**config.mk**
```make
export PLATFORM = sky130hd
export DESIGN_NAME = clk_repl_top
export DESIGN_NICKNAME = d
export VERILOG_FILES = /design/src/rtl/clk_repl_pkg.sv /design/src/rtl/clk_repl_flags.sv /design/src/rtl/clk_repl_sweep.sv /design/src/rtl/clk_repl_top.sv
export SDC_FILE = /design/constraint.sdc
export NUM_CORES = 1
export LEC_CHECK = 0
export ABC_AREA = 1
export BUFFER_PORTS_ARGS = -buffer_cell sky130_fd_sc_hd__buf_2
export CAP_MARGIN = 20
export CORE_MARGIN = 2
export CORE_UTILIZATION = 40
export CTS_BUF_LIST = sky130_fd_sc_hd__clkbuf_4 sky130_fd_sc_hd__clkbuf_8
export DETAILED_ROUTE_END_ITERATION = 10
export GPL_TIMING_DRIVEN = 0
export REMOVE_ABC_BUFFERS = 1
export SYNTH_ARGS = -nofsm -noshare
export SYNTH_HDL_FRONTEND = slang
export SYNTH_HIERARCHICAL = 1
export SYNTH_SLANG_ARGS = --single-unit
```
**constraint.sdc**
```tcl
create_clock -name clk -period 1.72 [get_ports clk]
set_input_delay 0 -clock clk [delete_from_list [all_inputs] [get_ports clk]]
set_output_delay 0 -clock clk [all_outputs]
set_load 0.05 [all_outputs]
```
**src/rtl/clk_repl_pkg.sv**
```systemverilog
package clk_repl_pkg;

    typedef enum logic {
        ST_IDLE = 1'b0,
        ST_SCAN = 1'b1
    } scan_st_e;

    function automatic int unsigned idx_width(input int unsigned lines);
        return (lines > 1) ? $clog2(lines) : 1;
    endfunction

endpackage

```
**src/rtl/clk_repl_flags.sv**
```systemverilog
module clk_repl_flags #(
    parameter int unsigned NUM_LINES = 8,
    parameter int unsigned IDX_W     = clk_repl_pkg::idx_width(NUM_LINES)
) (
    input  logic                 clk,
    input  logic                 rst_n,
    input  logic                 fill_vld,
    input  logic [IDX_W-1:0]     fill_idx,
    input  logic                 hit_vld,
    input  logic [IDX_W-1:0]     hit_idx,
    input  logic                 clr_vld,
    input  logic [IDX_W-1:0]     clr_idx,
    output logic [NUM_LINES-1:0] flags_q
);

    logic [NUM_LINES-1:0] flags_d;

    // one flag cell per line; a set from fill or hit wins over the sweep clear
    for (genvar g = 0; g < NUM_LINES; g++) begin : g_line
        logic set_this;
        logic clr_this;
        always_comb begin
            set_this = (fill_vld && (fill_idx == IDX_W'(g)))
                    || (hit_vld  && (hit_idx  == IDX_W'(g)));
            clr_this = clr_vld && (clr_idx == IDX_W'(g));
            if (set_this) begin
                flags_d[g] = 1'b1;
            end else if (clr_this) begin
                flags_d[g] = 1'b0;
            end else begin
                flags_d[g] = flags_q[g];
            end
        end
    end

    always_ff @(posedge clk) begin
        if (!rst_n) begin
            flags_q <= '0;
        end else begin
            flags_q <= flags_d;
        end
    end

    a_r2_fill_sets: assert property (@(posedge clk) disable iff (!rst_n)
        fill_vld |=> flags_q[$past(fill_idx)]);

    a_r3_hit_sets: assert property (@(posedge clk) disable iff (!rst_n)
        hit_vld |=> flags_q[$past(hit_idx)]);

    a_r5_sweep_clears: assert property (@(posedge clk) disable iff (!rst_n)
        (clr_vld && !(fill_vld && fill_idx == clr_idx) && !(hit_vld && hit_idx == clr_idx))
        |=> !flags_q[$past(clr_idx)]);

endmodule

```
**src/rtl/clk_repl_sweep.sv**
```systemverilog
module clk_repl_sweep
    import clk_repl_pkg::*;
#(
    parameter int unsigned NUM_LINES = 8,
    parameter int unsigned IDX_W     = clk_repl_pkg::idx_width(NUM_LINES)
) (
    input  logic                 clk,
    input  logic                 rst_n,
    input  logic [NUM_LINES-1:0] flags,
    input  logic                 fill_vld,
    input  logic [IDX_W-1:0]     fill_idx,
    input  logic                 hit_vld,
    input  logic [IDX_W-1:0]     hit_idx,
    input  logic                 evict_req,
    output logic                 clr_vld,
    output logic [IDX_W-1:0]     clr_idx,
    output logic                 busy,
    output logic                 victim_vld,
    output logic [IDX_W-1:0]     victim_idx
);

    localparam logic [IDX_W-1:0] LAST_IDX = IDX_W'(NUM_LINES - 1);
    localparam int unsigned      STEP_W   = IDX_W + 2;

    typedef struct packed {
        scan_st_e         st;
        logic [IDX_W-1:0] hand;
        logic             vld;
        logic [IDX_W-1:0] vidx;
    } sweep_s;

    sweep_s sw_d, sw_q;
    logic   touched;

    function automatic logic [IDX_W-1:0] step_hand(input logic [IDX_W-1:0] p);
        return (p == LAST_IDX) ? '0 : p + IDX_W'(1);
    endfunction

    always_comb begin
        touched = (hit_vld  && (hit_idx  == sw_q.hand))
               || (fill_vld && (fill_idx == sw_q.hand));
        sw_d     = sw_q;
        sw_d.vld = 1'b0;
        clr_vld  = 1'b0;
        clr_idx  = sw_q.hand;
        unique case (sw_q.st)
            ST_IDLE: begin
                if (evict_req) begin
                    sw_d.st = ST_SCAN;
                end
            end
            ST_SCAN: begin
                if (!touched && !flags[sw_q.hand]) begin
                    sw_d.vld  = 1'b1;
                    sw_d.vidx = sw_q.hand;
                    sw_d.st   = ST_IDLE;
                end else if (!touched) begin
                    clr_vld = 1'b1;
                end
                sw_d.hand = step_hand(sw_q.hand);
            end
            default: sw_d.st = ST_IDLE;
        endcase
    end

    always_ff @(posedge clk) begin
        if (!rst_n) begin
            sw_q <= '{st: ST_IDLE, hand: '0, vld: 1'b0, vidx: '0};
        end else begin
            sw_q <= sw_d;
        end
    end

    assign busy       = (sw_q.st == ST_SCAN);
    assign victim_vld = sw_q.vld;
    assign victim_idx = sw_q.vidx;

    // step counter used only by the bound check below
    logic [STEP_W-1:0] steps_q;
    logic              touch_seen_q;
    always_ff @(posedge clk) begin
        if (!rst_n || sw_q.st == ST_IDLE) begin
            steps_q      <= '0;
            touch_seen_q <= 1'b0;
        end else begin
            steps_q      <= steps_q + STEP_W'(1);
            touch_seen_q <= touch_seen_q | touched;
        end
    end

    a_r7_scan_bounded: assert property (@(posedge clk) disable iff (!rst_n)
        (busy && !touch_seen_q) |-> (steps_q <= STEP_W'(NUM_LINES)));

    a_r9_strobe_single: assert property (@(posedge clk) disable iff (!rst_n)
        victim_vld |=> !victim_vld);

    a_r9_strobe_ends_scan: assert property (@(posedge clk) disable iff (!rst_n)
        victim_vld |-> (!busy && $past(busy)));

    a_r6_hand_follows: assert property (@(posedge clk) disable iff (!rst_n)
        victim_vld |-> (sw_q.hand == step_hand(victim_idx)));

    a_r4_hand_in_range: assert property (@(posedge clk) disable iff (!rst_n)
        sw_q.hand <= LAST_IDX);

endmodule

```
**src/rtl/clk_repl_top.sv**
```systemverilog
module clk_repl_top #(
    parameter int unsigned NUM_LINES = 8,
    parameter int unsigned IDX_W     = clk_repl_pkg::idx_width(NUM_LINES)
) (
    input  logic             clk,
    input  logic             rst_n,
    input  logic             fill_vld,
    input  logic [IDX_W-1:0] fill_idx,
    input  logic             hit_vld,
    input  logic [IDX_W-1:0] hit_idx,
    input  logic             evict_req,
    output logic             busy,
    output logic             victim_vld,
    output logic [IDX_W-1:0] victim_idx
);

    logic [NUM_LINES-1:0] flags;
    logic                 clr_vld;
    logic [IDX_W-1:0]     clr_idx;

    clk_repl_flags #(.NUM_LINES(NUM_LINES), .IDX_W(IDX_W)) u_flags (
        .clk      (clk),
        .rst_n    (rst_n),
        .fill_vld (fill_vld),
        .fill_idx (fill_idx),
        .hit_vld  (hit_vld),
        .hit_idx  (hit_idx),
        .clr_vld  (clr_vld),
        .clr_idx  (clr_idx),
        .flags_q  (flags)
    );

    clk_repl_sweep #(.NUM_LINES(NUM_LINES), .IDX_W(IDX_W)) u_sweep (
        .clk        (clk),
        .rst_n      (rst_n),
        .flags      (flags),
        .fill_vld   (fill_vld),
        .fill_idx   (fill_idx),
        .hit_vld    (hit_vld),
        .hit_idx    (hit_idx),
        .evict_req  (evict_req),
        .clr_vld    (clr_vld),
        .clr_idx    (clr_idx),
        .busy       (busy),
        .victim_vld (victim_vld),
        .victim_idx (victim_idx)
    );

    a_r1_quiet_after_reset: assert property (@(posedge clk)
        !rst_n |=> (!busy && !victim_vld));

endmodule

```
==> summary.md, run 1 <==
| Metric | Value |
|---|---|
| Status | `complete, no violations` |
| Placed cells | `229` |
| HPWL after detailed placement | `1.859 mm` |
| Diodes inserted | `0` |
| Critical path type | `register to register` |
| GR met2 Demand/Resource | `29.93%` |
| Highest Clock Rate | `606.7 MHz` |
| Period utilisation layout | `95.82%` |
| Sequential area share after synthesis | `29.87%` |
| Leading cell types by total area after synthesis | `sky130_fd_sc_hd__dfxtp_1 (30%), sky130_fd_sc_hd__nand2_1 (21%), sky130_fd_sc_hd__nor2_1 (14%), sky130_fd_sc_hd__inv_1 (11%), sky130_fd_sc_hd__nand3_1 (3.7%)` |
| Critical path launch point type | `register` |
| Hold wc startpoint | `rst_n` |
| Number of warnings reported in the yosys synthesis log | `6` |
| Compound-cell area share of the yosys netlist | `5.484%` |
| Gr busiest metal | `met2` |
| TritonCTS clock tree | `done` |
| Area growth, synth to finish | `33.26%` |
| Flop-to-flop setup slack | `0.07 ns` |
| Number of antenna violations at the first check in global routing | `0` |
| Synth Area per Inst | `5.765 um^2` |
| Largest fanout on the critical path | `5` |
| Endpoint arrival time on the critical path | `1.83 ns` |
| Share of the synthesized netlist area taken by xor and xnor gates | `0.8168%` |
| RR Endpoint | `u_flags/flags_q[2]` |
| Min-Delay Path Class | `primary input to register` |
| Iteration-0 DRC count of the detailed router | `32` |
| Clock latency at the later pin of the worst-skew pair | `0.29 ns` |
| Min-Delay Endpoint | `u_sweep/busy` |
| Die outline width | `55.78 um` |
| Area of the core region | `0.002500 mm^2` |
| Sum Neg Setup Slack | `0 ns` |
| Power per Cell Area | `724.8 mW/mm^2` |
| Boundary Pins | `16` |
| Commonest non-fill, non-tap cell in the layout | `sky130_fd_sc_hd__nand2_1` |
| Multiplexer area fraction after synthesis | `0%` |
| Detailed-route DRC error count | `0` |
| Fraction of layout instances using a drive strength above 1 | `28.77%` |
| Final standard cell count with taps included and fillers excluded | `249` |
| Largest family of logic cells by synthesized area | `simple AND/OR/NAND/NOR gates` |
| Final hold vios | `0` |
| GR met1 Demand/Resource | `21.45%` |
| Total die area | `0.003111 mm^2` |
| Share of Yosys cell area claimed by the top area cell type | `29.87%` |
| Initial Util | `42.89%` |
| Pin count of the biggest net entering global routing | `13` |
| Setup clock skew after layout | `0.008439 ns` |
| Number of iterations in the first detailed-routing pass | `4` |
| Logic depth of the worst register-to-register path | `13` |
| Post-synthesis register bit count | `16` |
| Weighted congestion at the end of routability-driven global placement | `0.7741` |
| Wire length of the first global-routing pass | `4.422 mm` |
| Final antenna-violating net count | `0` |
| Synthesized netlist cell count | `186` |
| Final Setup Violations | `0` |
| Tot Pwr | `1.036 mW` |
| Wire length per cell | `11.11 um` |
| Count of cell types in the netlist | `19` |
| Number of core rows | `18` |
| Maximum level of the CTS H-tree | `1` |
| Number of maximum-capacitance constraint violations | `0` |
| Least-Margin Pin Slew | `0.2612 ns` |
| Global router's overall resource usage | `17.77%` |
| Most frequent cells in the layout | `sky130_fd_sc_hd__nand2_1 (54), sky130_fd_sc_hd__nor2_1 (38), sky130_fd_sc_hd__inv_1 (30)` |
| Routed wire length | `2.767 mm` |
| Clock transition at the registers of the reported paths | `0.10 ns` |
| Via count of the first global-routing pass | `1,030` |
| Via count | `1,171` |
| DR vias/cell | `4.703` |
| Reg-to-Reg Start | `u_sweep/clr_idx[0]` |
| Post-Syn Area | `0.001072 mm^2` |
| Buffer levels on the longest clock path | `2` |
| Count of clock tree sinks | `16` |
| Die outline height | `55.78 um` |
| Leakage | `0.7705 nW` |
| Unrepaired setup endpoints after global routing | `yes` |
| Cell depth of the worst min-delay path | `3` |
| Clock root cell | `sky130_fd_sc_hd__clkbuf_4` |
| Net count reported at finish | `233` |
| Data required time at the worst endpoint | `1.90 ns` |
| Peak supply drop | `723.9 uV` |
| Relative slew margins | `82.57%` |
| Post-synthesis share of cell area spent on full adders, half adders and majority gates | `2.334%` |
| Buffers on Ports | `15` |
| Post-layout min period | `1.648 ns` |
| Post-layout util | `57.16%` |
| Global route overflow | `0` |
| Most area-hungry cell type in the Yosys netlist | `sky130_fd_sc_hd__dfxtp_1` |
| Area share of and/or/nand/nor cells after synthesis | `47.49%` |
| Kind of capture point of the worst setup path | `register` |
| Met3 routing resource usage after global routing | `4.884%` |
| Count of final max-slew check failures | `0` |
| Number of CTS-inserted buffers | `3` |
synthesized netlist by cell type:
library cell / instances
sky130_fd_sc_hd__a21boi_1: 1
sky130_fd_sc_hd__a21boi_2: 1
sky130_fd_sc_hd__a21oi_1: 5
sky130_fd_sc_hd__buf_6: 2
sky130_fd_sc_hd__dfxtp_1: 16
sky130_fd_sc_hd__ha_1: 2
sky130_fd_sc_hd__inv_1: 31
sky130_fd_sc_hd__inv_2: 3
sky130_fd_sc_hd__nand2_1: 59
sky130_fd_sc_hd__nand2_2: 2
sky130_fd_sc_hd__nand2_4: 1
sky130_fd_sc_hd__nand3_1: 8
sky130_fd_sc_hd__nand4_1: 3
sky130_fd_sc_hd__nor2_1: 41
sky130_fd_sc_hd__nor2_2: 3
sky130_fd_sc_hd__nor2_4: 2
sky130_fd_sc_hd__nor3_1: 2
sky130_fd_sc_hd__o21ai_0: 3
sky130_fd_sc_hd__xnor2_1: 1
cell type report:
cell class	count	area [um^2]
timing repair buffer	31	225.2
inverter	34	130.1
fill	247	1071
multi-input combinational	134	670.6
sequential	16	329.1
tap	30	37.54
clock buffer	4	36.28
through the flow:
| stage | setup WS [ns] | hold slack (ns) | area (um^2) |
|---|---|---|---|
| after floorplan | -0.03111 | 0.1202 | 1050 |
| after global placement | -0.4520 | 0.2271 | 1162 |
| after detailed placement | -0.4906 | 0.2288 | 1162 |
| after CTS | 0.008724 | 0.006258 | 1237 |
| after global routing | -0.05952 | 0.009630 | 1429 |
| final | 0.07184 | 0.01634 | 1429 |
critical path, cell delays in order (launching register included):
cell and delay [ns]:
sky130_fd_sc_hd__dfxtp_4 0.37, sky130_fd_sc_hd__buf_12 0.13, sky130_fd_sc_hd__inv_4 0.06, sky130_fd_sc_hd__nand2_1 0.06, sky130_fd_sc_hd__nand3_2 0.07, sky130_fd_sc_hd__nand2_2 0.06, sky130_fd_sc_hd__nand2_2 0.07, sky130_fd_sc_hd__nand2_4 0.07
sky130_fd_sc_hd__nor3_4 0.23, sky130_fd_sc_hd__nand2_2 0.12, sky130_fd_sc_hd__nor2_1 0.13, sky130_fd_sc_hd__nor2_1 0.05, sky130_fd_sc_hd__nor2_1 0.08, sky130_fd_sc_hd__nor2_1 0.04
kinds of logic (layout without fill, tap and decap cells):
logic type / after synthesis / after routing
AND/OR/NAND/NOR: 121 / 121
buffers and inverters: 36 / 69
flip-flops: 16 / 16
AO/OA/AOI/OAI: 10 / 10
adder cells (fa/ha/maj): 2 / 2
XOR/XNOR: 1 / 1
registers in the layout, summed over array words and instances, names as in the netlist:
| name | flops |
|---|---|
| u_flags/flags_q | 8 |
| u_sweep/clr_idx | 3 |
| u_sweep/victim_idx | 3 |
| u_sweep/busy | 1 |
| u_sweep/victim_vld | 1 |
metal layers:
layer / routed length (um) / up-vias
met5: 0 / -
met4: 61 / 0
met3: 128 / 8
met2: 1370 / 27
met1: 1206 / 518
li1: - / 618
timing repair:
action	CTS	global route
hold buffers	1	0
buffers inserted	2	13
endpoints found under the hold margin	1	0
pin swaps	0	16
resized for setup	6	24
endpoints found under the setup margin	8	8
where the power goes:
part	internal, mW	total (mW)	leakage, nW	switching [mW]
registers	0.399	0.427	0.133	0.0280
logic	0.149	0.358	0.617	0.209
clock network	0.129	0.251	0.0210	0.122
worst max path at each step:
stage                            start                 end  cells past startpoint
finish              u_sweep/clr_idx[0]  u_flags/flags_q[2]                     13
global route        u_sweep/clr_idx[0]  u_flags/flags_q[6]                     13
CTS                 u_sweep/clr_idx[0]  u_flags/flags_q[5]                     12
detailed placement  u_sweep/clr_idx[0]  u_flags/flags_q[5]                     11
global placement    u_sweep/clr_idx[0]  u_flags/flags_q[5]                     11
floorplan           u_sweep/clr_idx[0]  u_flags/flags_q[5]                     11
Power figures use the tool's default switching activity.
==> inputs of run 2 (changes only) <==
Settings changed: SETUP_SLACK_MARGIN set to 0.4.
==> summary.md, run 2 (same netlist as run 1, synthesis figures left out) <==
| Metric | Value |
|---|---|
| Diodes inserted | `0` |
| Final antenna-violating net count | `0` |
| Number of maximum-capacitance constraint violations | `0` |
| Min-Delay Path Class | `primary input to register` |
| Global route overflow | `0` |
| Max reg flops | `8` |
| HPWL after detailed placement | `1.859 mm` |
| Maximum level of the CTS H-tree | `1` |
| Net count reported at finish | `231` |
| Wire length of the first global-routing pass | `4.671 mm` |
| Period utilisation layout | `96.61%` |
| Power per Cell Area | `723.9 mW/mm^2` |
| Least-Margin Pin Slew | `0.2765 ns` |
| Total die area | `0.003111 mm^2` |
| Sum Neg Setup Slack | `0 ns` |
| Clock root cell | `sky130_fd_sc_hd__clkbuf_4` |
| Worst path bufs/invs | `2` |
| Status | `complete, no violations` |
| Fraction of layout instances using a drive strength above 1 | `31.80%` |
| Initial Util | `42.89%` |
| Clock transition at the registers of the reported paths | `0.10 ns` |
| Number of core rows | `18` |
| Largest register by flop count | `u_flags/flags_q` |
| Wire length per cell | `11.55 um` |
| Endpoint arrival time on the critical path | `1.83 ns` |
| Final hold vios | `0` |
| Data required time at the worst endpoint | `1.89 ns` |
| Leakage | `0.7589 nW` |
| Placed cells | `229` |
| Highest Clock Rate | `601.8 MHz` |
| Final standard cell count with taps included and fillers excluded | `247` |
| Critical path type | `register to register` |
| Die outline width | `55.78 um` |
| Critical path launch point type | `register` |
| DR vias/cell | `4.806` |
| Iteration-0 DRC count of the detailed router | `30` |
| Flop-to-flop setup slack | `0.06 ns` |
| Kind of capture point of the worst setup path | `register` |
| Detailed-route DRC error count | `0` |
| Tot Pwr | `1.038 mW` |
| Routed wire length | `2.852 mm` |
| Family of cells with the greatest summed delay on the critical path | `simple AND/OR/NAND/NOR gates` |
| Via count | `1,187` |
| Buffer levels on the longest clock path | `2` |
| Largest stage delay on the critical path | `0.38 ns` |
| TritonCTS clock tree | `done` |
| Pin count of the biggest net entering global routing | `12` |
| Area growth, synth to finish | `33.72%` |
| Weighted congestion at the end of routability-driven global placement | `0.7741` |
| Die outline height | `55.78 um` |
| Crit path cell chain | `buf_6 -> nor2_2 -> nor2_2 -> nand2_1 -> nand2_2 -> nor3_4 -> nand2_2 -> buf_4 -> o21ai_1 -> a21oi_1` |
| Cell at the slowest stage of the critical path | `sky130_fd_sc_hd__dfxtp_4` |
| Relative slew margins | `81.54%` |
| Number of iterations in the first detailed-routing pass | `4` |
| Count of final max-slew check failures | `0` |
| Commonest non-fill, non-tap cell in the layout | `sky130_fd_sc_hd__nand2_1` |
| Clock latency at the later pin of the worst-skew pair | `0.29 ns` |
| Peak supply drop | `725.2 uV` |
| Global router's overall resource usage | `18.95%` |
| Via count of the first global-routing pass | `1,080` |
| Largest fanout on the critical path | `4` |
| Buffers on Ports | `15` |
| Number of antenna violations at the first check in global routing | `0` |
| Boundary Pins | `16` |
| Most frequent cells in the layout | `sky130_fd_sc_hd__nand2_1 (50), sky130_fd_sc_hd__nor2_1 (35), sky130_fd_sc_hd__inv_1 (29)` |
| Count of clock tree sinks | `16` |
| Post-layout min period | `1.662 ns` |
| Final Setup Violations | `0` |
| Area of the core region | `0.002500 mm^2` |
| Unrepaired setup endpoints after global routing | `yes` |
| Number of CTS-inserted buffers | `3` |
| Setup clock skew after layout | `0.007840 ns` |
-- run 2: changes by cell type in the layout (fill, tap and decap cells not counted), sizes merged --
cell    before  now
clkinv       0    1
inv         34   33
buf         30   28
-- run 2: per-stage QoR --
stage | instance area (um^2) | worst slack, ns | hold WS (ns) | utilization (%)
after floorplan | 1050 | -0.03111 | 0.1202 | -
after global placement | 1162 | -0.4520 | 0.2271 | 46.50
after detailed placement | 1162 | -0.4906 | 0.2288 | 46.50
after CTS | 1308 | 0.1305 | 0.005620 | 52.30
after global routing | 1434 | -0.03769 | 0.009422 | 57.36
final | 1434 | 0.05829 | 0.01361 | 57.36
-- run 2: worst reg2reg max path: stages, from the launching register on --
cell and delay, ns:
sky130_fd_sc_hd__dfxtp_4 0.38, sky130_fd_sc_hd__buf_6 0.13, sky130_fd_sc_hd__nor2_2 0.12, sky130_fd_sc_hd__nor2_2 0.04
sky130_fd_sc_hd__nand2_1 0.08, sky130_fd_sc_hd__nand2_2 0.08, sky130_fd_sc_hd__nor3_4 0.22, sky130_fd_sc_hd__nand2_2 0.12
sky130_fd_sc_hd__buf_4 0.15, sky130_fd_sc_hd__o21ai_1 0.13, sky130_fd_sc_hd__a21oi_1 0.08
-- run 2: where the power goes --
group | switching (mW) | internal, mW
combinational | 0.214 | 0.146
clock | 0.120 | 0.129
sequential | 0.0297 | 0.399
-- run 2: final timing paths --
| check | start | end | depth (start not counted) |
|---|---|---|---|
| worst min-delay path | rst_n | u_sweep/busy | 3 |
| worst min register to register | u_sweep/victim_idx[2] | u_sweep/victim_idx[2] | 2 |
| worst max-delay path | u_sweep/clr_idx[0] | u_flags/flags_q[7] | 10 |
| worst max register to register | u_sweep/clr_idx[0] | u_flags/flags_q[7] | 10 |
-- run 2: timing repair --
item,4_1_cts,5_1_grt
resized for setup,19,23
hold buffers,1,0
endpoints found under the setup margin,16,15
endpoints found under the hold margin,1,0
pin swaps,8,14
buffers inserted,7,6
-- run 2: metal layers --
layer,GRT usage (%),vias up,share of wire (%)
met1,22.36,537,43
met5,0,-,0
met2,32.99,25,52
met4,6.620,0,2.1
met3,4.884,8,3.6
li1,-,617,-
-- run 2: final cells by class --
class	count	area, um^2
tap	30	37.54
multi-input combinational	134	675.6
sequential	16	331.6
timing repair buffer	29	210.2
clock buffer	4	36.28
fill	240	1066
inverter	34	142.6
==> inputs of run 3 (changes only) <==
Settings changed: GPL_TIMING_DRIVEN 0 to 1.
==> summary.md, run 3 (same netlist as run 1, synthesis figures left out) <==
| Metric | Value |
|---|---|
| Hold wc startpoint | `rst_n` |
| Diodes inserted | `0` |
| Count of final max-slew check failures | `0` |
| Leakage | `0.7697 nW` |
| Pin count of the biggest net entering global routing | `12` |
| Launch point of the critical path | `u_sweep/clr_idx[1]` |
| Cell at the slowest stage of the critical path | `sky130_fd_sc_hd__dfxtp_4` |
| Unrepaired setup endpoints after global routing | `yes` |
| Via count | `1,174` |
| Commonest non-fill, non-tap cell in the layout | `sky130_fd_sc_hd__nand2_1` |
| Status | `complete, no violations` |
| Largest register by flop count | `u_flags/flags_q` |
| Kind of capture point of the worst setup path | `register` |
| Iteration-0 DRC count of the detailed router | `33` |
| Count of clock tree sinks | `16` |
| Number of antenna violations at the first check in global routing | `0` |
| Post-layout min period | `1.567 ns` |
| Initial Util | `42.89%` |
| Least setup slack across all paths after layout | `0.1528 ns` |
| Largest fanout on the critical path | `4` |
| Wire length per cell | `10.87 um` |
| Relative slew margins | `82.25%` |
| Sum Neg Setup Slack | `0 ns` |
| Largest stage delay on the critical path | `0.40 ns` |
| Global router's overall resource usage | `19.70%` |
| Boundary Pins | `16` |
| Min-Delay Endpoint | `u_sweep/clr_idx[2]` |
| Crit path cell chain | `buf_4 -> nand2_1 -> nand2_1 -> nor2_1 -> nand2_1 -> nand2_2 -> nor3_4 -> nand2_2 -> nor2_2 -> nor2_1 -> nor2_1 -> nor2_1` |
| Die outline width | `55.78 um` |
| Place WS | `-0.09472 ns` |
| TritonCTS clock tree | `done` |
| Clock root cell | `sky130_fd_sc_hd__clkbuf_4` |
| Logic depth of the worst register-to-register path | `12` |
| RR Endpoint | `u_flags/flags_q[5]` |
| Buffer levels on the longest clock path | `2` |
| Power per Cell Area | `694.9 mW/mm^2` |
| Flop-to-flop setup slack | `0.15 ns` |
| Detailed-route DRC error count | `0` |
| Final hold vios | `0` |
| Peak supply drop | `481.1 uV` |
| Post-layout util | `57.96%` |
| Number of iterations in the first detailed-routing pass | `4` |
| Total die area | `0.003111 mm^2` |
| Fraction of layout instances using a drive strength above 1 | `33.33%` |
| Die outline height | `55.78 um` |
| Endpoint arrival time on the critical path | `1.75 ns` |
| Maximum level of the CTS H-tree | `1` |
| Cell depth of the worst min-delay path | `3` |
| Setup clock skew after layout | `0.003234 ns` |
| Critical path launch point type | `register` |
| Weighted congestion at the end of routability-driven global placement | `0.9088` |
| Min-Delay Path Class | `primary input to register` |
| Global route overflow | `0` |
| DR vias/cell | `4.659` |
| Most frequent cells in the layout | `sky130_fd_sc_hd__nand2_1 (50), sky130_fd_sc_hd__nor2_1 (36), sky130_fd_sc_hd__inv_1 (29)` |
| Period utilisation layout | `91.11%` |
| Filler Cell Count | `259` |
| Max reg flops | `8` |
| Number of core rows | `18` |
| Reg-to-Reg Start | `u_sweep/clr_idx[1]` |
| Data required time at the worst endpoint | `1.90 ns` |
| Buffers on Ports | `15` |
| Final Setup Violations | `0` |
| Area of the core region | `0.002500 mm^2` |
| Via count of the first global-routing pass | `1,100` |
| Clock transition at the registers of the reported paths | `0.09 ns` |
| Tot Pwr | `1.007 mW` |
| Net count reported at finish | `237` |
| Highest Clock Rate | `638.1 MHz` |
| HPWL after detailed placement | `1.974 mm` |
| Cell occurring most often along the worst timing path | `sky130_fd_sc_hd__nor2_1` |
| Routed wire length | `2.740 mm` |
| Critical path type | `register to register` |
| Number of CTS-inserted buffers | `3` |
| Clock latency at the later pin of the worst-skew pair | `0.29 ns` |
| Final antenna-violating net count | `0` |
| Least-Margin Pin Slew | `0.2660 ns` |
| Number of maximum-capacitance constraint violations | `0` |
| Area growth, synth to finish | `35.12%` |
| Wire length of the first global-routing pass | `4.733 mm` |
run 3: worst max-delay path: cells and delay by family, from the launching register on:
kind / cells / cell delay, ns
buffers and inverters: 1 / 0.12
and+or+nand+nor: 11 / 0.93
DFF: 1 / 0.40
run 3: cell type report:
class	instances	area, um^2	share of cell area, %
Multi-Input combinational cell	134	684.4	47.24
Sequential cell	16	329.1	22.71
Timing Repair Buffer	35	242.7	16.75
Inverter	34	132.6	9.154
Tap cell	30	37.54	2.591
Clock buffer	3	22.52	1.554
run 3: layer usage:
layer	global-route usage [%]	routed length [um]	vias to the layer above
li1	-	-	628
met1	21.99	1177	511
met2	33.50	1369	26
met3	4.651	112	9
met4	12.20	81	0
met5	0	0	-
run 3: worst max-delay path by stage:
stage / end / slack (ns)
floorplan: u_flags/flags_q[5] / -0.03
global placement: u_flags/flags_q[5] / 0.01
detailed placement: u_flags/flags_q[5] / -0.09
CTS: u_flags/flags_q[5] / 0.17
global route: u_flags/flags_q[5] / 0.04
finish: u_flags/flags_q[5] / 0.15
run 3: stage by stage:
stage / hold WS, ns / area, um^2 / cells
after floorplan: 0.1202 / 1050 / 184
after global routing: 0.03468 / 1449 / 252
after CTS: 0.01002 / 1389 / 251
after global placement: 0.2255 / 1245 / 240
after detailed placement: 0.2273 / 1245 / 240
final: 0.01791 / 1449 / 252
run 3: repair_timing:
item / 4_1_cts / 5_1_grt
pin swaps: 14 / 16
hold endpoints to repair: 1 / 0
endpoints found under the setup margin: 15 / 16
resized for setup: 20 / 18
cloned: 0 / 0
setup buffers: 7 / 1
hold buffers: 1 / 0
run 3: where the power goes:
| part | internal (mW) | switching [mW] |
|---|---|---|
| logic | 0.164 | 0.219 |
| clock network | 0.0817 | 0.118 |
| registers | 0.399 | 0.0252 |
| total | 0.644 | 0.362 |
